--- src/rtl/loc_arb_pkg.sv ---
package loc_arb_pkg;
  localparam logic [7:0] LOC_NONE = 8'hFF;
  localparam int BIT_NOEST  = 0;
  localparam int BIT_REQ    = 1;
  localparam int BIT_PEND   = 2;
  localparam int BIT_SEIZE  = 3;
  localparam int BIT_SEIZED = 4;
  localparam int BIT_ACT    = 5;
  localparam int BIT_VALID  = 7;
endpackage

--- src/rtl/loc_arb_pick.sv ---
module loc_arb_pick #(
  parameter int N  = 5,
  parameter int IW = 3
) (
  input  logic [N-1:0]  vec,
  output logic          hit,
  output logic [IW-1:0] idx
);
  // Ascending scan: the highest set index is the one that remains.
  always_comb begin
    hit = 1'b0;
    idx = '0;
    for (int i = 0; i < N; i++) begin
      if (vec[i]) begin
        hit = 1'b1;
        idx = IW'(i);
      end
    end
  end
endmodule

--- src/rtl/loc_arb_view.sv ---
module loc_arb_view
  import loc_arb_pkg::*;
#(
  parameter int N  = 5,
  parameter int LW = 3
) (
  input  logic [LW-1:0] loc,
  input  logic [N-1:0]  req,
  input  logic [N-1:0]  seized,
  input  logic [N-1:0]  act_vec,
  input  logic          established,
  output logic [7:0]    value
);
  always_comb begin
    value = '0;
    if (int'(loc) < N) begin
      value[BIT_VALID] = 1'b1;
      value[BIT_NOEST] = ~established;
      for (int i = 0; i < N; i++) begin
        if (loc == LW'(i)) begin
          value[BIT_REQ]    = req[i];
          value[BIT_SEIZED] = seized[i];
          value[BIT_ACT]    = act_vec[i];
        end else if (req[i]) begin
          value[BIT_PEND] = 1'b1;
        end
      end
    end
  end
endmodule

--- src/rtl/locality_arbiter.sv ---
module locality_arbiter
  import loc_arb_pkg::*;
#(
  parameter int NUM_LOC    = 5,
  parameter int ADDR_W     = 15,
  parameter int LOC_LSB    = 12,
  parameter int LOCKED_LOC = 4
) (
  input  logic              clk,
  input  logic              rst_n,
  input  logic              wr_valid,
  output logic              wr_ready,
  input  logic [ADDR_W-1:0] wr_addr,
  input  logic [7:0]        wr_data,
  input  logic [ADDR_W-1:0] rd_addr,
  output logic [7:0]        rd_data,
  input  logic              established,
  input  logic              cmd_busy,
  output logic              abort_req,
  input  logic              abort_done,
  output logic [7:0]        active_loc,
  output logic              loc_changed,
  output logic [2:0]        loc_changed_id
);
  localparam int LW = ADDR_W - LOC_LSB;
  localparam int IW = 3;

  logic [7:0]         active_q, nxt_act, pend_tgt_q, nxt_tgt, sw_tgt, base_tgt, launch_tgt;
  logic [NUM_LOC-1:0] req_q, seize_q, seized_q, nxt_req, nxt_sz, nxt_bs, act_vec;
  logic               pend_q, nxt_pend, do_sw, launch, set_new, is_seize, higher_seize;
  logic               chg_d, act_valid;
  logic [7:0]         wv;
  logic [LW-1:0]      wloc;
  logic [7:0]         wloc8;
  logic               wr_fire, wr_ok;
  logic               pick_hit;
  logic [IW-1:0]      pick_idx;

  genvar g;
  generate
    for (g = 0; g < NUM_LOC; g++) begin : g_act
      assign act_vec[g] = (active_q == 8'(g));
    end
  endgenerate

  assign wloc      = wr_addr[LOC_LSB +: LW];
  assign wloc8     = 8'(wloc);
  assign wr_ready  = ~pend_q;
  assign wr_fire   = wr_valid & wr_ready;
  assign wr_ok     = (int'(wloc) < NUM_LOC) && (int'(wloc) != LOCKED_LOC);
  assign act_valid = active_q < 8'(NUM_LOC);
  assign abort_req = pend_q;
  assign active_loc = active_q;

  loc_arb_pick #(.N(NUM_LOC), .IW(IW)) u_pick (
    .vec(req_q), .hit(pick_hit), .idx(pick_idx)
  );

  loc_arb_view #(.N(NUM_LOC), .LW(LW)) u_view (
    .loc(rd_addr[LOC_LSB +: LW]), .req(req_q), .seized(seized_q),
    .act_vec(act_vec), .established(established), .value(rd_data)
  );

  always_comb begin
    nxt_req = req_q;  nxt_sz = seize_q;  nxt_bs = seized_q;
    nxt_act = active_q;  nxt_pend = pend_q;  nxt_tgt = pend_tgt_q;
    do_sw = 1'b0;  sw_tgt = active_q;  launch = 1'b0;  launch_tgt = LOC_NONE;
    set_new = 1'b0;  base_tgt = active_q;  wv = wr_data;
    higher_seize = 1'b0;  is_seize = 1'b0;  chg_d = 1'b0;

    if (pend_q && abort_done) begin
      do_sw = 1'b1;
      sw_tgt = pend_tgt_q;
      nxt_pend = 1'b0;
    end else if (wr_fire && wr_ok) begin
      set_new = 1'b1;
      if (wv[BIT_SEIZE]) begin
        wv[BIT_REQ] = 1'b0;
        wv[BIT_ACT] = 1'b0;
      end
      // release / withdraw
      if (wv[BIT_ACT]) begin
        if (active_q == wloc8) begin
          if (pick_hit) begin
            set_new = 1'b0;
            launch = 1'b1;
            launch_tgt = 8'(pick_idx);
          end else begin
            base_tgt = LOC_NONE;
          end
        end else begin
          nxt_req[wloc] = 1'b0;
        end
      end
      if (wv[BIT_SEIZED]) nxt_bs[wloc] = 1'b0;
      // seize
      for (int i = 0; i < NUM_LOC; i++)
        if (8'(i) > wloc8 && seize_q[i]) higher_seize = 1'b1;
      if (wv[BIT_SEIZE] && (!act_valid || wloc8 > active_q) &&
          !seize_q[wloc] && !higher_seize) begin
        for (int i = 0; i < NUM_LOC; i++)
          if (8'(i) < wloc8) nxt_sz[i] = 1'b0;
        nxt_sz[wloc] = 1'b1;
        set_new = 1'b0;
        launch = 1'b1;
        launch_tgt = wloc8;
      end
      // request
      if (wv[BIT_REQ] && active_q != wloc8) begin
        if (act_valid) nxt_req[wloc] = 1'b1;
        else base_tgt = wloc8;
      end
      if (set_new) begin
        do_sw = 1'b1;
        sw_tgt = base_tgt;
      end
      if (launch) begin
        if (cmd_busy) begin
          nxt_pend = 1'b1;
          nxt_tgt = launch_tgt;
        end else begin
          do_sw = 1'b1;
          sw_tgt = launch_tgt;
        end
      end
    end

    // install the new owner
    if (do_sw) begin
      for (int i = 0; i < NUM_LOC; i++)
        if (sw_tgt == 8'(i) && nxt_sz[i]) is_seize = 1'b1;
      if (sw_tgt != active_q) begin
        for (int i = 0; i < NUM_LOC; i++) begin
          if (active_q == 8'(i)) begin
            if (is_seize) nxt_bs[i] = 1'b1;
            else nxt_req[i] = 1'b0;
          end
        end
        chg_d = sw_tgt < 8'(NUM_LOC);
      end
      for (int i = 0; i < NUM_LOC; i++) begin
        if (sw_tgt == 8'(i)) begin
          nxt_req[i] = 1'b0;
          nxt_sz[i]  = 1'b0;
        end
      end
      nxt_act = sw_tgt;
    end
  end

  always_ff @(posedge clk) begin
    if (!rst_n) begin
      active_q       <= LOC_NONE;
      pend_tgt_q     <= LOC_NONE;
      pend_q         <= 1'b0;
      req_q          <= '0;
      seize_q        <= '0;
      seized_q       <= '0;
      loc_changed    <= 1'b0;
      loc_changed_id <= '0;
    end else begin
      active_q       <= nxt_act;
      pend_tgt_q     <= nxt_tgt;
      pend_q         <= nxt_pend;
      req_q          <= nxt_req;
      seize_q        <= nxt_sz;
      seized_q       <= nxt_bs;
      loc_changed    <= chg_d;
      loc_changed_id <= sw_tgt[IW-1:0];
    end
  end

  AST_OWNER_RANGE: assert property (@(posedge clk) disable iff (!rst_n)
    (active_q < 8'(NUM_LOC)) || (active_q == LOC_NONE));
  AST_LOCKED_NEVER_OWNS: assert property (@(posedge clk) disable iff (!rst_n)
    active_q != 8'(LOCKED_LOC));
  AST_EVENT_NAMES_OWNER: assert property (@(posedge clk) disable iff (!rst_n)
    loc_changed |-> (active_loc == 8'(loc_changed_id)));
  AST_OWNER_FLAGS_CLEAN: assert property (@(posedge clk) disable iff (!rst_n)
    ((act_vec & req_q) == '0) && ((act_vec & seize_q) == '0));
  AST_HOLD_WHILE_ABORT: assert property (@(posedge clk) disable iff (!rst_n)
    (pend_q && !abort_done) |=> $stable(active_q));
  AST_SEIZE_ONLY_PENDING: assert property (@(posedge clk) disable iff (!rst_n)
    (seize_q != '0) |-> pend_q);
endmodule

--- config.mk ---
export PLATFORM = sky130hd
export DESIGN_NAME = locality_arbiter
export DESIGN_NICKNAME = d
export VERILOG_FILES = /design/src/rtl/loc_arb_pkg.sv /design/src/rtl/loc_arb_pick.sv /design/src/rtl/loc_arb_view.sv /design/src/rtl/locality_arbiter.sv
export SDC_FILE = /design/constraint.sdc
export NUM_CORES = 1
export LEC_CHECK = 0
export BUFFER_PORTS_ARGS = -buffer_cell sky130_fd_sc_hd__clkbuf_2
export CELL_PAD_IN_SITES_DETAIL_PLACEMENT = 1
export CELL_PAD_IN_SITES_GLOBAL_PLACEMENT = 1
export CORE_MARGIN = 3
export CORE_UTILIZATION = 40
export DETAILED_ROUTE_END_ITERATION = 16
export PLACE_DENSITY_LB_ADDON = 0.1
export SYNTH_ARGS = -nofsm -noshare
export SYNTH_HDL_FRONTEND = slang
export SYNTH_SLANG_ARGS = --single-unit
--- constraint.sdc ---
create_clock -name clk -period 9.4 [get_ports clk]
set_input_delay 1.88 -clock clk [delete_from_list [all_inputs] [get_ports clk]]
set_output_delay 1.88 -clock clk [all_outputs]
set_load 0.03 [all_outputs]
# After elaboration in Yosys (flattened, before gate mapping)
# Index checks and enable logic that the tools add are counted.
# totals
ff_bits	36
inputBits	44
output_inout_bits	22
elab_cells	235
# classes
n_lt_le_gt_ge	17
n_eq_ne	16
n_mux	155
n_bitwise	10
n_reduce_logical	29
# ops
op	count
8-bit two-way mux	14
1-bit two-way mux	110
5-bit two-way mux	19
8-bit by 2-bit equality test with 1-bit output (second input constant)	4
1-bit logical AND	18
8-bit by 1-bit equality test with 1-bit output (second input constant)	2
8-bit by 3-bit equality test with 1-bit output (second input constant)	2
8-bit zero test	2
8-bit by 3-bit < comparator with 1-bit output (second input constant)	2
2-bit two-way mux	8
5-bit bitwise AND	2
5-bit bitwise OR	2
8-bit by 3-bit equality test with 1-bit output	1
3-bit by 8-bit greater-than comparator with 1-bit output	1
8-bit by 3-bit != test with 1-bit output	1
8-bit != test	1
3-bit by 2-bit equality test with 1-bit output (second input constant)	2
1-bit by 3-bit greater-than comparator with 1-bit output (first input constant)	2
2-bit by 3-bit greater-than comparator with 1-bit output (first input constant)	2
1-bit by 3-bit < comparator with 1-bit output (first input constant)	2
2-bit by 3-bit < comparator with 1-bit output (first input constant)	2
3-bit < comparator (second input constant)	2
3-bit two-way mux	2
3-bit AND reduction	2
17 further kinds	22

# Logic depth before layout (Yosys ltp)
# logic_depth
ltp_word	32
depth_mapped	12
ltp_nobuf	11

# Hierarchy
# Synthesis repeated with hierarchy kept, for this count alone.
# unflattened
hier_cells	336
hier_area_um2	2591.2
# by_module_without_submodules
mod	instances	cells_each	area_each_um2	seq_area_each_um2
locality_arbiter	1	296	2301.0	640.6
loc_arb_view	1	32	247.7	0.0
loc_arb_pick	1	8	42.5	0.0

# Least setup slack after synthesis
# OpenSTA, ideal clock, no wires.
# synth_timing
path_type	input -> output
startpoint	input port rd_addr[12]
endpoint	output port rd_data[2]
arrival_time_ps	3682
required_ps	7520
slack_ps	3838
stages	3
path_buffers	1
path_cell_list	clkbuf_1 -> o21ai_0 -> a21boi_0
# synth_via
elab_chain_cells	12
# synth_rtl
element	line_no	source
from (decl)	locality_arbiter.sv:15	input logic [ADDR_W-1:0] rd_addr,
3-bit zero test	loc_arb_view.sv:20	if (loc == LW'(i)) begin
1-bit two-way mux	loc_arb_view.sv:20	
1-bit two-way mux	loc_arb_view.sv:16	if (int'(loc) < N) begin
1-bit two-way mux	loc_arb_view.sv:24	end else if (req[i]) begin
1-bit two-way mux	loc_arb_view.sv:20	
1-bit two-way mux	loc_arb_view.sv:24	
1-bit two-way mux	loc_arb_view.sv:20	
1-bit two-way mux	loc_arb_view.sv:24	
1-bit two-way mux	loc_arb_view.sv:20	
1-bit two-way mux	loc_arb_view.sv:24	
1-bit two-way mux	loc_arb_view.sv:20	
3-bit two-way mux *	loc_arb_view.sv:16	
to (decl)	locality_arbiter.sv:16	output logic [7:0] rd_data,
# Every way passes the cells marked *; elsewhere a longest branch is shown, timed or not. The select of a mux whose other input is x is not followed.

# Worst setup path in the final report
# layout_timing
startpoint	input port wr_addr[12]
endpoint	register req_q[4]
# layout_via
elab_chain_cells	32
# layout_rtl
element	line_no	source
from (decl)	locality_arbiter.sv:13	input logic [ADDR_W-1:0] wr_addr,
1-bit by 3-bit greater-than comparator with 1-bit output	locality_arbiter.sv:98	if (8'(i) > wloc8 && seize_q[i]) higher_seize = 1'b1;
1-bit logical AND	locality_arbiter.sv:98	
1-bit two-way mux (5 in series)	locality_arbiter.sv:98	
1-bit two-way mux	locality_arbiter.sv:75	end else if (wr_fire && wr_ok) begin
1-bit two-way mux	locality_arbiter.sv:71	if (pend_q && abort_done) begin
1-bit zero test	locality_arbiter.sv:100	!seize_q[wloc] && !higher_seize) begin
1-bit logical AND	locality_arbiter.sv:100	
1-bit two-way mux	locality_arbiter.sv:99	if (wv[BIT_SEIZE] && (!act_valid || wloc8 > active_q) &&
[... 8 more ...]	n/a	
1-bit logical AND	locality_arbiter.sv:131	if (sw_tgt == 8'(i) && nxt_sz[i]) is_seize = 1'b1;
1-bit two-way mux (5 in series)	locality_arbiter.sv:131	
1-bit two-way mux	locality_arbiter.sv:129	if (do_sw) begin
1-bit two-way mux	locality_arbiter.sv:135	if (is_seize) nxt_bs[i] = 1'b1;
1-bit two-way mux	locality_arbiter.sv:134	if (active_q == 8'(i)) begin
5-bit two-way mux	locality_arbiter.sv:132	if (sw_tgt != active_q) begin
1-bit two-way mux	locality_arbiter.sv:142	if (sw_tgt == 8'(i)) begin
5-bit two-way mux *	locality_arbiter.sv:129	
to (signal assigned)	locality_arbiter.sv:165	req_q <= nxt_req;
to (decl)	locality_arbiter.sv:29	logic [NUM_LOC-1:0] req_q, seize_q, seized_q, nxt_req, nxt_sz, nxt_bs, act_vec;
# Marks and branches as above.
# A chain may end at the register's enable or synchronous reset.

==> out/results.ini <==
[logic_synthesis]
synth_top_area_cell = dfxtp_1
synth.ff_latch_count = 32
avgSynthCellArea_sq_um = 7.76
ys_types = 70
synth.cell_area_sq_um = 2480
synth_top_area_share_pct = 25.8
ys_async_sr_fraction_pct = 0
ys_seq_area_share_pct = 25.8
synth_warnings = 0
synth-edff-count = 0
synth_flop_cell = dfxtp_1
syn_inst = 320
synthTopCellsByArea = dfxtp_1 26%, nand2_1 5.6%, o21ai_0 4.4%

[clocking]
hold_buffers = 0
root_buffer = clkbuf_8
clk_latency_ns = 0.30
path_clk_slew_ns = 0.07
cts_max_level = 2
cts_inserted_buffers = 5
clockBufferDepth = 2
cts.sinks = 32
cts_setup_buffers = 0
cts_tree = yes
cts_resized = 0

[die]
start_util_pct = 41.7
dieArea_sq_um = 7190
die_x_um = 84.8
rows = 28
die_h_um = 84.8
core_sq_um = 5960
ios = 66

[critical_path]
crit_chain = clkbuf_2 > inv_1 > ha_1 > and3_1 > nand4_1 > nor3_1 > o311ai_0 > o2bb2ai_2 > mux2i_1 > o21bai_2 > a31oi_1 > a41oi_1
crit_slowest_cell = nor3_1
critPathLaunchType = input port
path_buf_inv = 2
critPathRequiredTime_ns = 9.54
cp-end-kind = flip-flop
path_max_fanout = 9
cp_data_arrival_time_ns = 5.50
path_delay_family = compound AO/OA/AOI/OAI gates
crit_type = input port to flip-flop
cp_slowest_stage_delay_ns = 0.71

[timing]
grt_setup_unrepaired = no
period_minus_slack_ns = 5.36
timing.hold.ws_ns = 0.476
worst_slack_ns = 4.04
setup_viol = 0
max_slew.worst_pin.slew_ns = 0.798
setup_tns_ns = 0
fmax_mhz = 187
timing.final.hold_violations = 0
fin_worst_skew_ns = 0.0105
period_share_pct = 57.0
drv_slew = 0
max_slew_margin_pct = 46.4

[final_layout]
final_util_pct = 47.0
area_growth_pct = 12.6
stdcell_count = 423
final_common_cell = nand2_1
seqCellArea_sq_um = 641
layout_common_cells = 37 x nand2_1, 35 x clkbuf_2, 32 x dfxtp_1
post-route-cell-area_sq_um = 2800
nets = 394
fillers = 780
multi_input_area_sq_um = 1710
diodes = 0
drive_above_1_share_pct = 18.7

[power]
power_mw = 0.361
p_comb_share_pct = 21.3
pwr-share-clk_pct = 38.2
p_sw_share_pct = 32.6
power.leakage_nw = 1.15
p_int_mw = 0.243
powerDensity_nw_per_um2 = 129
p_seq_share_pct = 40.5
ir_drop_uv = 74.1
power.switching_mw = 0.118

[grt]
grt_max_degree = 33
antenna_found_initial = 0
grt_pass1_vias = 2658
grt_usage_pct = 24.4
grt_pass1_wl_mm = 14.1
grt-ovfl-total = 0

[hold_path]
hold_class = flip-flop to flip-flop

[route]
routed_via_density = 6.27
routed_wl_mm = 8.41
ant_nets = 0
detail_route.iter0.violations = 164
vias = 2653
post_drt_wl_per_cell_um = 19.9
first_pass_iters = 5
drc = 0

[placement]
hpwl_mm = 6.45
io_buffers = 35
dpl.cell_count = 415
gp_congestion = 0.933
place_area_sq_um = 2690
dpl_worst_slack_ns = 3.86

[run_status]
status = complete, no violations

[job]
max_cap_violations = 0

## layer usage
layer  wire length [um]  GRT usage [%]  part of all wire [%]
met1               4050           35.7                    48
met2               3750           38.2                    45
met3                503           3.34                   6.0
met4                 93           5.18                   1.1
met5                  0              0                     0
## worst register-to-register path: cells and delay by family (launching register included)
family	cells	cell delay, ns
compound gates	5	1.40
fa+ha+maj	1	0.39
buf+inv	1	0.27
flops	1	0.70
mux	1	0.36
simple gates	3	1.18
## power by group through the flow
| stage | clock network (mW) | logic (mW) | registers [mW] |
|---|---|---|---|
| after floorplan | 0 | 0.0507 | 0.153 |
| after global placement | 0 | 0.0758 | 0.149 |
| after detailed placement | 0 | 0.0763 | 0.150 |
| after CTS | 0.141 | 0.0768 | 0.146 |
| after global routing | 0.147 | 0.0844 | 0.147 |
| final | 0.138 | 0.0771 | 0.146 |
## flip-flops by register name, indices dropped and copies added (netlist names)
signal	count
abort_req	1
active_loc	8
loc_changed	1
loc_changed_id	3
pend_tgt_q	4
req_q	5
seize_q	5
seized_q	5
## cells in the mapped netlist (2+ instances only)
cell type,number
a211oi_1,4
o311ai_0,4
a21boi_0,2
mux2_2,3
ha_1,3
mux2i_1,3
a211o_1,3
nand3b_1,3
a21o_1,3
mux4_2,2
a41oi_1,4
nand4_1,3
or2_2,2
o21ai_0,22
xnor2_1,2
nand3_1,18
buf_2,3
nand2b_1,6
clkbuf_1,11
nand2_1,37
nor3_1,4
a21oi_1,9
o211ai_1,12
nor2b_1,5
inv_1,15
o31ai_1,3
a31oi_1,5
o311a_1,2
o31a_1,2
dfxtp_1,32
or3_4,2
o21a_1,4
o41ai_1,6
a22oi_1,2
nor2_1,26
or3_1,2
buf_4,3
o211a_1,5
o22ai_1,3
nor4bb_1,2
and2_1,6
nor4_1,4
## layout make-up
cell class | instances | share of cell area [%]
well taps | 75 | 3.36
clock buffers | 5 | 2.46
inverters | 15 | 2.01
multi-input cells | 257 | 61.2
flip-flops and latches | 32 | 22.9
repair buffers | 36 | 6.53
clock inverters | 3 | 1.52
## cell families after synthesis
kind of cell | after synthesis | synth area share [%]
AO/OA/AOI/OAI | 108 | 33.5
XOR/XNOR | 2 | 0.705
adder cells (fa/ha/maj) | 3 | 1.51
buffers and inverters | 32 | 5.44
flip-flops | 32 | 25.8
multiplexers | 8 | 4.38
other | 1 | 0.151
AND/OR/NAND/NOR | 134 | 28.5
## path summary, 6_finish.rpt
kind	from	end	slack (ns)	cells after the start
max reg2reg	active_loc[1]	req_q[4]	4.93	11
max	wr_addr[12]	req_q[4]	4.04	12
min reg2reg	seized_q[4]	seized_q[4]	0.48	2
min	seized_q[4]	seized_q[4]	0.48	2
No activity file was read; power rests on OpenSTA's default activity.
